$ cat src/rtl/rfreg_3w_pkg.sv
package rfreg_3w_pkg;

    typedef enum logic [2:0] {
        ST_IDLE,   // enable high, waiting for a request
        ST_LEAD,   // enable held high for one period before opening
        ST_OPEN,   // enable low, clock low, line driven
        ST_SEND,   // outgoing bits, two periods each
        ST_TURN,   // read/write strobe raised, clock fell
        ST_REL,    // data line released to the radio
        ST_RECV    // incoming bits, two periods each
    } step_e;

endpackage

$ cat src/rtl/rfreg_3w_tick.sv
module rfreg_3w_tick #(
    parameter int CLK_DIV = 4
) (
    input  logic clk,
    input  logic rst_n,
    input  logic clr,
    output logic tick
);
    localparam int CW = (CLK_DIV > 1) ? $clog2(CLK_DIV) : 1;
    localparam logic [CW-1:0] LAST = CW'(CLK_DIV - 1);

    logic [CW-1:0] cnt_d, cnt_q;

    always_comb begin
        if (clr || cnt_q == LAST) cnt_d = '0;
        else                      cnt_d = cnt_q + 1'b1;
    end

    assign tick = !clr && (cnt_q == LAST);

    always_ff @(posedge clk or negedge rst_n) begin
        if (!rst_n) cnt_q <= '0;
        else        cnt_q <= cnt_d;
    end
endmodule

$ cat src/rtl/rfreg_3w_fsm.sv
module rfreg_3w_fsm
    import rfreg_3w_pkg::*;
#(
    parameter int WR_ADDR_W = 4,
    parameter int RD_ADDR_W = 5,
    parameter int DATA_W    = 12
) (
    input  logic                 clk,
    input  logic                 rst_n,
    input  logic                 tick,
    input  logic                 start,
    input  logic                 start_rd,
    input  logic [RD_ADDR_W-1:0] addr,
    input  logic [DATA_W-1:0]    wdata,
    input  logic                 sdi,
    output logic                 clr,
    output logic                 busy,
    output logic                 done,
    output logic [DATA_W-1:0]    rdata,
    output logic                 sen,
    output logic                 sclk,
    output logic                 sdo,
    output logic                 soe,
    output logic                 srw
);
    localparam int WFRAME = DATA_W + WR_ADDR_W;
    localparam int SH_W   = (WFRAME > RD_ADDR_W) ? WFRAME : RD_ADDR_W;
    localparam int IW     = $clog2(SH_W + DATA_W);

    typedef struct packed {
        step_e             st;
        logic              ph;
        logic              rd;
        logic [IW-1:0]     idx;
        logic [SH_W-1:0]   sreg;
        logic [DATA_W-1:0] rsh;
        logic [DATA_W-1:0] rdata;
        logic              sen;
        logic              sclk;
        logic              sdo;
        logic              soe;
        logic              srw;
        logic              busy;
        logic              done;
    } state_t;

    state_t s_d, s_q;

    assign clr = (s_q.st == ST_IDLE) && start;

    always_comb begin
        s_d      = s_q;
        s_d.done = 1'b0;
        unique case (s_q.st)
            ST_IDLE: begin
                if (start) begin
                    s_d.st   = ST_LEAD;
                    s_d.busy = 1'b1;
                    s_d.rd   = start_rd;
                    s_d.rsh  = '0;
                    if (start_rd) begin
                        s_d.sreg = SH_W'(addr) << (SH_W - RD_ADDR_W);
                        s_d.idx  = IW'(RD_ADDR_W - 1);
                    end else begin
                        s_d.sreg = SH_W'({wdata, addr[WR_ADDR_W-1:0]}) << (SH_W - WFRAME);
                        s_d.idx  = IW'(WFRAME - 1);
                    end
                end
            end
            ST_LEAD: if (tick) begin
                s_d.st   = ST_OPEN;
                s_d.sen  = 1'b0;
                s_d.sclk = 1'b0;
                s_d.sdo  = 1'b0;
                s_d.soe  = 1'b1;
                s_d.srw  = 1'b0;
            end
            ST_OPEN: if (tick) begin
                s_d.st   = ST_SEND;
                s_d.ph   = 1'b0;
                s_d.sdo  = s_q.sreg[SH_W-1];
                s_d.sreg = s_q.sreg << 1;
            end
            ST_SEND: if (tick) begin
                if (!s_q.ph) begin
                    // bit is settled: toggle the clock, rising on even bits
                    s_d.sclk = ~s_q.sclk;
                    s_d.ph   = 1'b1;
                end else if (s_q.idx != '0) begin
                    s_d.idx  = s_q.idx - 1'b1;
                    s_d.sdo  = s_q.sreg[SH_W-1];
                    s_d.sreg = s_q.sreg << 1;
                    s_d.ph   = 1'b0;
                end else if (s_q.rd) begin
                    s_d.st   = ST_TURN;
                    s_d.srw  = 1'b1;
                    s_d.sclk = 1'b0;
                end else begin
                    s_d.st   = ST_IDLE;
                    s_d.sen  = 1'b1;
                    s_d.sdo  = 1'b0;
                    s_d.busy = 1'b0;
                    s_d.done = 1'b1;
                end
            end
            ST_TURN: if (tick) begin
                s_d.st  = ST_REL;
                s_d.soe = 1'b0;
                s_d.idx = IW'(DATA_W - 1);
            end
            ST_REL: if (tick) begin
                s_d.st   = ST_RECV;
                s_d.sclk = 1'b1;
                s_d.ph   = 1'b1;
            end
            ST_RECV: if (tick) begin
                if (s_q.ph) begin
                    // clock has been high for a period: capture, then drop it
                    s_d.rsh  = {s_q.rsh[DATA_W-2:0], sdi};
                    s_d.sclk = 1'b0;
                    s_d.ph   = 1'b0;
                end else if (s_q.idx != '0) begin
                    s_d.idx  = s_q.idx - 1'b1;
                    s_d.sclk = 1'b1;
                    s_d.ph   = 1'b1;
                end else begin
                    s_d.st    = ST_IDLE;
                    s_d.sen   = 1'b1;
                    s_d.srw   = 1'b1;
                    s_d.soe   = 1'b1;
                    s_d.sdo   = 1'b0;
                    s_d.rdata = s_q.rsh;
                    s_d.busy  = 1'b0;
                    s_d.done  = 1'b1;
                end
            end
            default: s_d.st = ST_IDLE;
        endcase
    end

    always_ff @(posedge clk or negedge rst_n) begin
        if (!rst_n) begin
            s_q       <= '0;
            s_q.st    <= ST_IDLE;
            s_q.sen   <= 1'b1;
            s_q.soe   <= 1'b1;
        end else begin
            s_q <= s_d;
        end
    end

    assign busy  = s_q.busy;
    assign done  = s_q.done;
    assign rdata = s_q.rdata;
    assign sen   = s_q.sen;
    assign sclk  = s_q.sclk;
    assign sdo   = s_q.sdo;
    assign soe   = s_q.soe;
    assign srw   = s_q.srw;
endmodule

$ cat src/rtl/rfreg_3w_master.sv
module rfreg_3w_master #(
    parameter int CLK_DIV   = 4,
    parameter int WR_ADDR_W = 4,
    parameter int RD_ADDR_W = 5,
    parameter int DATA_W    = 12
) (
    input  logic                 clk,
    input  logic                 rst_n,
    input  logic                 req,
    input  logic                 req_rd,
    input  logic [RD_ADDR_W-1:0] req_addr,
    input  logic [DATA_W-1:0]    req_wdata,
    output logic                 busy,
    output logic                 done,
    output logic [DATA_W-1:0]    rd_data,
    output logic                 rf_en,
    output logic                 rf_clk,
    output logic                 rf_dat_o,
    output logic                 rf_dat_oe,
    input  logic                 rf_dat_i,
    output logic                 rf_rw
);
    logic tick;
    logic div_clr;

    rfreg_3w_tick #(.CLK_DIV(CLK_DIV)) u_tick (
        .clk   (clk),
        .rst_n (rst_n),
        .clr   (div_clr),
        .tick  (tick)
    );

    rfreg_3w_fsm #(
        .WR_ADDR_W (WR_ADDR_W),
        .RD_ADDR_W (RD_ADDR_W),
        .DATA_W    (DATA_W)
    ) u_fsm (
        .clk      (clk),
        .rst_n    (rst_n),
        .tick     (tick),
        .start    (req),
        .start_rd (req_rd),
        .addr     (req_addr),
        .wdata    (req_wdata),
        .sdi      (rf_dat_i),
        .clr      (div_clr),
        .busy     (busy),
        .done     (done),
        .rdata    (rd_data),
        .sen      (rf_en),
        .sclk     (rf_clk),
        .sdo      (rf_dat_o),
        .soe      (rf_dat_oe),
        .srw      (rf_rw)
    );
endmodule

$ cat config.mk
export PLATFORM = sky130hd
export DESIGN_NAME = rfreg_3w_master
export DESIGN_NICKNAME = d
export VERILOG_FILES = /design/src/rtl/rfreg_3w_pkg.sv /design/src/rtl/rfreg_3w_tick.sv /design/src/rtl/rfreg_3w_fsm.sv /design/src/rtl/rfreg_3w_master.sv
export SDC_FILE = /design/constraint.sdc
export NUM_CORES = 1
export LEC_CHECK = 0
export ABC_CLOCK_PERIOD_IN_PS = 4000
export BUFFER_PORTS_ARGS = -buffer_cell sky130_fd_sc_hd__buf_2
export CAP_MARGIN = 10
export CORE_ASPECT_RATIO = 1.1
export CORE_UTILIZATION = 40
export CTS_CLUSTER_DIAMETER = 60
export DETAILED_ROUTE_END_ITERATION = 6
export HOLD_SLACK_MARGIN = 0.08
export PLACE_DENSITY = 0.69
export SLEW_MARGIN = 15
export SYNTH_ARGS = -nofsm -noshare
export SYNTH_HDL_FRONTEND = slang
export SYNTH_SLANG_ARGS = --single-unit
$ cat constraint.sdc
create_clock -name clk -period 4 [get_ports clk]
set_clock_uncertainty 0.15 [all_clocks]
set_input_delay 0.2 -clock clk [delete_from_list [all_inputs] [get_ports clk]]
set_output_delay 0.2 -clock clk [all_outputs]
set_load 0.02 [all_outputs]
==> results of run 1 <==
## power breakdown
part	switching (uW)	leakage [uW]	internal (uW)	total [uW]
clock	236	0.000117	431	667
sequential	149	0.000737	745	895
combinational	596	0.000882	533	1130
## Yosys cell counts (7+ instances only)
library cell  number  area, um^2
inv_1             10        37.5
nand2b_1           8        50.1
clkbuf_1          13        48.8
buf_4             14         105
dfrtp_1           57        1430
buf_2              7        35.0
nand3_1            9        45.0
o21ai_0           26         130
nand2_1           33         124
nor2_1            11        41.3
mux2_2            21         236
a21oi_1            8        40.0
mux2_4             8         120
a22o_1            14         123
mux2i_1            9        90.1
## worst reg2reg max path, delay by kind of cell, from the launching register on
kind             cells  cell delay (ns)
multiplexers         1             0.42
AND/OR/NAND/NOR      3             1.34
flip-flops           1             0.69
## flip-flops by register name, indices dropped and copies added, names as in the netlist
name,count
u_fsm.s_q,38
u_fsm.rdata,12
u_tick.cnt_q,2
u_fsm.busy,1
u_fsm.done,1
u_fsm.sclk,1
u_fsm.sdo,1
u_fsm.sen,1
u_fsm.soe,1
u_fsm.srw,1
## cell type report
type | count | area, um^2 | area share
clock buffers | 12 | 145 | 0.0390
clock inverters | 4 | 97.6 | 0.0262
inverters | 10 | 37.5 | 0.0101
multi-input cells | 213 | 1540 | 0.414
flip-flops and latches | 59 | 1480 | 0.397
well taps | 108 | 135 | 0.0363
repair buffers | 50 | 285 | 0.0766
## through the flow
stage | hold slack [ns] | area [um^2]
finish | 0.105 | 3720
global route | 0.138 | 3720
global placement | 0.100 | 3440
CTS | 0.0976 | 3720
floorplan | -0.246 | 3270
detailed placement | 0.0924 | 3440
## worst max path at each step
stage / startpoint / end / cells past startpoint
floorplan: u_fsm.s_q[47]$_DFFE_PN0P_ / u_fsm.s_q[34]$_DFFE_PN0P_ / 8
global placement: u_fsm.s_q[56]$_DFFE_PN0P_ / u_fsm.rdata[0]$_DFFE_PN0P_ / 4
detailed placement: u_fsm.s_q[56]$_DFFE_PN0P_ / u_fsm.rdata[11]$_DFFE_PN0P_ / 4
CTS: u_fsm.s_q[56]$_DFFE_PN0P_ / u_fsm.rdata[11]$_DFFE_PN0P_ / 4
global route: u_fsm.s_q[56]$_DFFE_PN0P_ / u_fsm.rdata[1]$_DFFE_PN0P_ / 4
finish: u_fsm.s_q[56]$_DFFE_PN0P_ / u_fsm.rdata[11]$_DFFE_PN0P_ / 4
## per-layer routing
layer,track usage,share of wire
met4,0.0831,0.021
met2,0.259,0.46
met3,0.0418,0.046
met5,0,0
met1,0.231,0.47
## cell families (layout without fill, tap and decap cells)
logic type      Yosys count  in the layout  share of synthesized area
simple gates             86             86                      0.138
compound gates           83             83                      0.177
flops                    59             59                      0.453
buf+inv                  47             76                     0.0751
mux                      39             39                      0.140
fa+ha+maj                 3              3                     0.0115
xor+xnor                  2              2                    0.00536
## layout by cell type, fill, tap and decap left out, drive strengths merged, types with 2 or more instances in the layout
master and instances:
dfrtp 57, buf 46, nand2 33, mux2 30
o21ai 26, a22o 14, nor2 12, clkbuf 12
inv 10, mux2i 9, nand3 9, a21oi 9
nand2b 8, o22ai 6, nor3 5, dlygate4sd3 4
o211ai 3, ha 3, bufinv 3, nand3b 2
nor4b 2, nor3b 2, nor2b 2, o21a 2
nand4 2, or2 2, o31ai 2, o2bb2ai 2
xor2 2, or3 2, o41ai 2, a21o 2
dfstp 2, a32oi 2
==> metrics.txt, run 1 <==
critical path cell sequence=nor4b_2 -> nor2_1 -> nand3_1 -> mux2_2; Post-CTS Resized=0; layout cells sized above 1=0.287; Slew Viols, Final=0; drt first pass iters=4; final hold violation count=0; final antenna-violating net count=0; period utilisation layout=0.675; post-CTS setup buffers=0; Post-Synthesis Cells=319; Clock Tree Buf Depth=2; placed cells=436; DR WL/cell=14.7 um; crit path capture type=register; Vias/cell=5.40; Least-Margin Pin Slew=0.844 ns; Port Buffers=40; Post-synth EDFFs=0; CTS tree=built; Crit Path Class=register to register; global-route usage over all layers=0.173; Hold Path Cell Cnt=4; Die ar.=0.00853 mm^2; Netlist cell types=59; final non-filler cell total=456; RSZ-0062 raised after global routing=no; root cell of the clock tree=clkbuf_8; ys async rst share=1.00; Clock Latency Late Sink=0.34 ns; Mapped Area=0.00327 mm^2; GPL Wtd Cong=0.809; vias in the first global route=2337; initial antenna violation count=0; CP max-delay cell=dfrtp_1; min-delay src=req_addr[1]; register area share after synthesis=0.453; Util after Layout=0.470; setup slack after layout=1.30 ns; power after layout=2690 uW; hold path endpoint=u_fsm.s_q[32]$_DFFE_PN0P_; global-route wire length before repair=11300 um; Die Width=88.2 um; WL final=6690 um; # clock sinks=59; post-layout net count=368; core footprint=0.00791 mm^2; # diodes=0; P&R area growth vs syn=13.9%; IO Pins=41; largest net degree at the start of global routing=35; kind of path behind the tightest hold check=input pin to register; R2R Path End=u_fsm.rdata[11]$_DFFE_PN0P_; grt ovf=0; Critical Path Source Type=register; clock slew at reported path FFs=0.06 ns; htree depth=3; Max VDD drop=0.000325 V; syn nets=344; R2R Setup Slk=1.30 ns; f_max=0.370 GHz; status=complete, no violations; top_reg_cell synth=dfrtp_1; Iteration-0 DRC Markers=188; total CTS buffers=9; Fin Setup TNS=0 ns; final setup violation count=0; slowest cell delay on critical path=0.69 ns; Max Cap Viol=0; Avg Inst Size Synth=10.2 um^2; Hold-fix buffers, CTS=4; Slew HR=0.437; synthesized flop and latch total=59; FP Rows=34; Worst R2R Path Depth=4; filler instances=755; CP top delay family=simple AND/OR/NAND/NOR gates; Worst R2R Start=u_fsm.s_q[56]$_DFFE_PN0P_; critical path peak fanout=29; Leak=0.00174 uW; Ys Warns=0; Starting Density=0.413; P per Cell Area=723 mW/mm^2; DP HPWL=4510 um; CP bufs+invs=0; Req. time, crit path=4.07 ns; WP data arrival=2.77 ns; Residual DRC=0; minimum clock period=2.70 ns; pre-CTS setup slack=1.32 ns; die height=96.8 um; DR vias=2463
No activity file was read; power rests on OpenSTA's default activity.
==> inputs of run 2 (changes only) <==
Settings changed: ABC_CLOCK_PERIOD_IN_PS 4000 to 2400, PLACE_DENSITY 0.69 to 0.71.
Clock period 4 ns to 2.4 ns, I/O delays scaled along.
==> run 2 against run 1 <==
Combinational power rose by 68%. Utilization up 3.2 points. First-iteration DRC count rose by 9.6%. Routed wire length grew 7.8%. Worst hold slack got worse by 0.0082 ns. Clock power up 68%. Critical path type unchanged. Critical endpoint is now u_fsm.s_q[49]$_DFFE_PN0P_. Largest cell class unchanged. Largest power group unchanged. Highest routed layer unchanged.
==> metrics.txt, run 2 (synthesis gave the netlist of run 1 again) <==
kind of path behind the tightest hold check=input pin to register; most frequent cells in the layout=dfrtp_1 (57), buf_2 (40), nand2_1 (33); WL met3=320 um (+4.6%); critical path cell sequence=inv_1 -> ha_1 -> or4b_1 -> a32oi_2 -> o31ai_1 -> a221o_1; Slew Viols, Final=0 (unchanged); die height=96.8 um (unchanged); initial antenna violation count=0 (unchanged); global-route wire length before repair=12600 um (+11%); core footprint=0.00791 mm^2 (unchanged); vias in the first global route=2645 (+13%); Die Width=88.2 um (unchanged); slowest cell delay on critical path=0.52 ns (-0.17 ns); f_max=0.451 GHz (+22%); Leak=0.00187 uW (+7.4%); Req. time, crit path=2.47 ns (-1.60 ns); # clock sinks=59 (unchanged); drt first pass iters=4 (unchanged); max FFs per register=38 (unchanged); post-layout net count=396 (+7.6%); IO Pins=41 (unchanged); GPL Wtd Cong=0.837 (+3.5%); crit path capture type=register; root cell of the clock tree=clkbuf_8; WP data arrival=2.28 ns (-0.49 ns); CTS tree=built; filler instances=747 (-1.1%); Starting Density=0.413 (unchanged); Max Used Layer=met4; Port Buffers=40 (unchanged); CP max-delay cell=or4b_1; status=complete, no violations; Critical Path Source Type=register; htree depth=3 (unchanged); Least-Margin Pin Slew=0.485 ns (-0.359 ns); WL final=7210 um (+7.8%); FP Rows=34 (unchanged); final instance area=0.00398 mm^2 (+6.9%); most common cell after layout, fill and taps aside=dfrtp_1; Residual DRC=0 (unchanged); global-route usage over all layers=0.190 (+0.0174); Iteration-0 DRC Markers=206 (+9.6%); largest net degree at the start of global routing=30 (-14%); DR WL/cell=14.9 um (+1.5%); Clock Latency Late Sink=0.34 ns (about the same); final antenna-violating net count=0 (unchanged); dpl cell area=0.00356 mm^2 (+3.6%); largest register by flop count=u_fsm.s_q; DR vias=2592 (+5.2%); layout cells sized above 1=0.306 (+0.0185); DP HPWL=4950 um (+9.6%); Metal-1 WL=3240 um (+2.0%); pre-CTS setup slack=0.201 ns (-1.12 ns); Max Cap Viol=0 (unchanged); Die ar.=0.00853 mm^2 (unchanged); P per Cell Area=1130 mW/mm^2 (+56%); critical path peak fanout=5 (-83%); Slew HR=0.677 (+0.240); clock slew at reported path FFs=0.07 ns (about the same); Fin Setup TNS=0 ns (unchanged); P&R area growth vs syn=21.8%; period utilisation layout=0.924 (+0.249); # diodes=0 (unchanged); RSZ-0062 raised after global routing=no; Vias/cell=5.36 (-0.85%); Max VDD drop=0.000452 V (+39%); Crit Path Class=register to register; final setup violation count=0 (unchanged); minimum clock period=2.22 ns (-0.482 ns); setup slack after layout=0.182 ns (-1.12 ns); Post-CTS Resized=0 (unchanged); total CTS buffers=9 (unchanged); Hold-fix buffers, CTS=17 (+13); met2 routed WL=3500 um (+14%); final hold violation count=0 (unchanged); Clock Tree Buf Depth=2 (unchanged); post-CTS setup buffers=0 (unchanged); grt ovf=0 (unchanged)
==> run 2: per-layer routing <==
| layer | vias to the layer above | track usage |
|---|---|---|
| li1 | 1246 | - |
| met1 | 1271 | 0.242 |
| met2 | 61 | 0.297 |
| met3 | 14 | 0.0461 |
| met4 | 0 | 0.0931 |
| met5 | - | 0 |
==> run 2: final timing paths <==
check | cells after the start | endpoint | slack (ns) | start
max | 6 | u_fsm.s_q[49]$_DFFE_PN0P_ | 0.18 | u_fsm.s_q[47]$_DFFE_PN0P_
min | 4 | u_fsm.s_q[33]$_DFFE_PN0P_ | 0.1 | req_addr[2]
max in group asynchronous | 3 | u_fsm.sen$_DFFE_PN1P_ | 1.27 | rst_n
max reg2reg | 6 | u_fsm.s_q[49]$_DFFE_PN0P_ | 0.18 | u_fsm.s_q[47]$_DFFE_PN0P_
min reg2reg | 1 | u_tick.cnt_q[0]$_DFF_PN0_ | 0.29 | u_tick.cnt_q[0]$_DFF_PN0_
min in group asynchronous | 2 | u_fsm.s_q[19]$_DFFE_PN0P_ | 0.12 | rst_n
==> run 2: metrics by stage <==
| stage | hold slack [ns] | cells | utilization | power (uW) |
|---|---|---|---|---|
| finish | 0.0963 | 484 | 0.503 | 4480 |
| global route | 0.149 | 484 | 0.503 | 4830 |
| CTS | 0.0803 | 484 | 0.503 | 4510 |
| detailed placement | -0.0465 | 451 | 0.451 | 3350 |
| global placement | -0.0484 | 451 | 0.451 | 3270 |
| floorplan | -0.326 | 319 | - | 2840 |
==> run 2: layout make-up <==
type                            count  area [um^2]  area share
Tap cell                          108          135      0.0340
Sequential cell                    59         1480       0.372
Clock inverter                      4         97.6      0.0245
Clock buffer                       12          145      0.0365
Inverter                           10         37.5     0.00944
Multi-Input combinational cell    213         1540       0.388
Timing Repair Buffer               78          541       0.136
==> run 2: critical path, delay by kind of cell (launching register included) <==
| family | cells | cell delay, ns |
|---|---|---|
| fa+ha+maj | 1 | 0.17 |
| buf+inv | 1 | 0.09 |
| compound gates | 3 | 0.77 |
| simple gates | 1 | 0.52 |
| flops | 1 | 0.41 |
==> run 2: report_power, final <==
part	internal [uW]	leakage (uW)	switching [uW]	total [uW]
Sequential	1240	0.000737	222	1460
Combinational	942	0.00101	959	1900
Clock	719	0.000117	396	1120
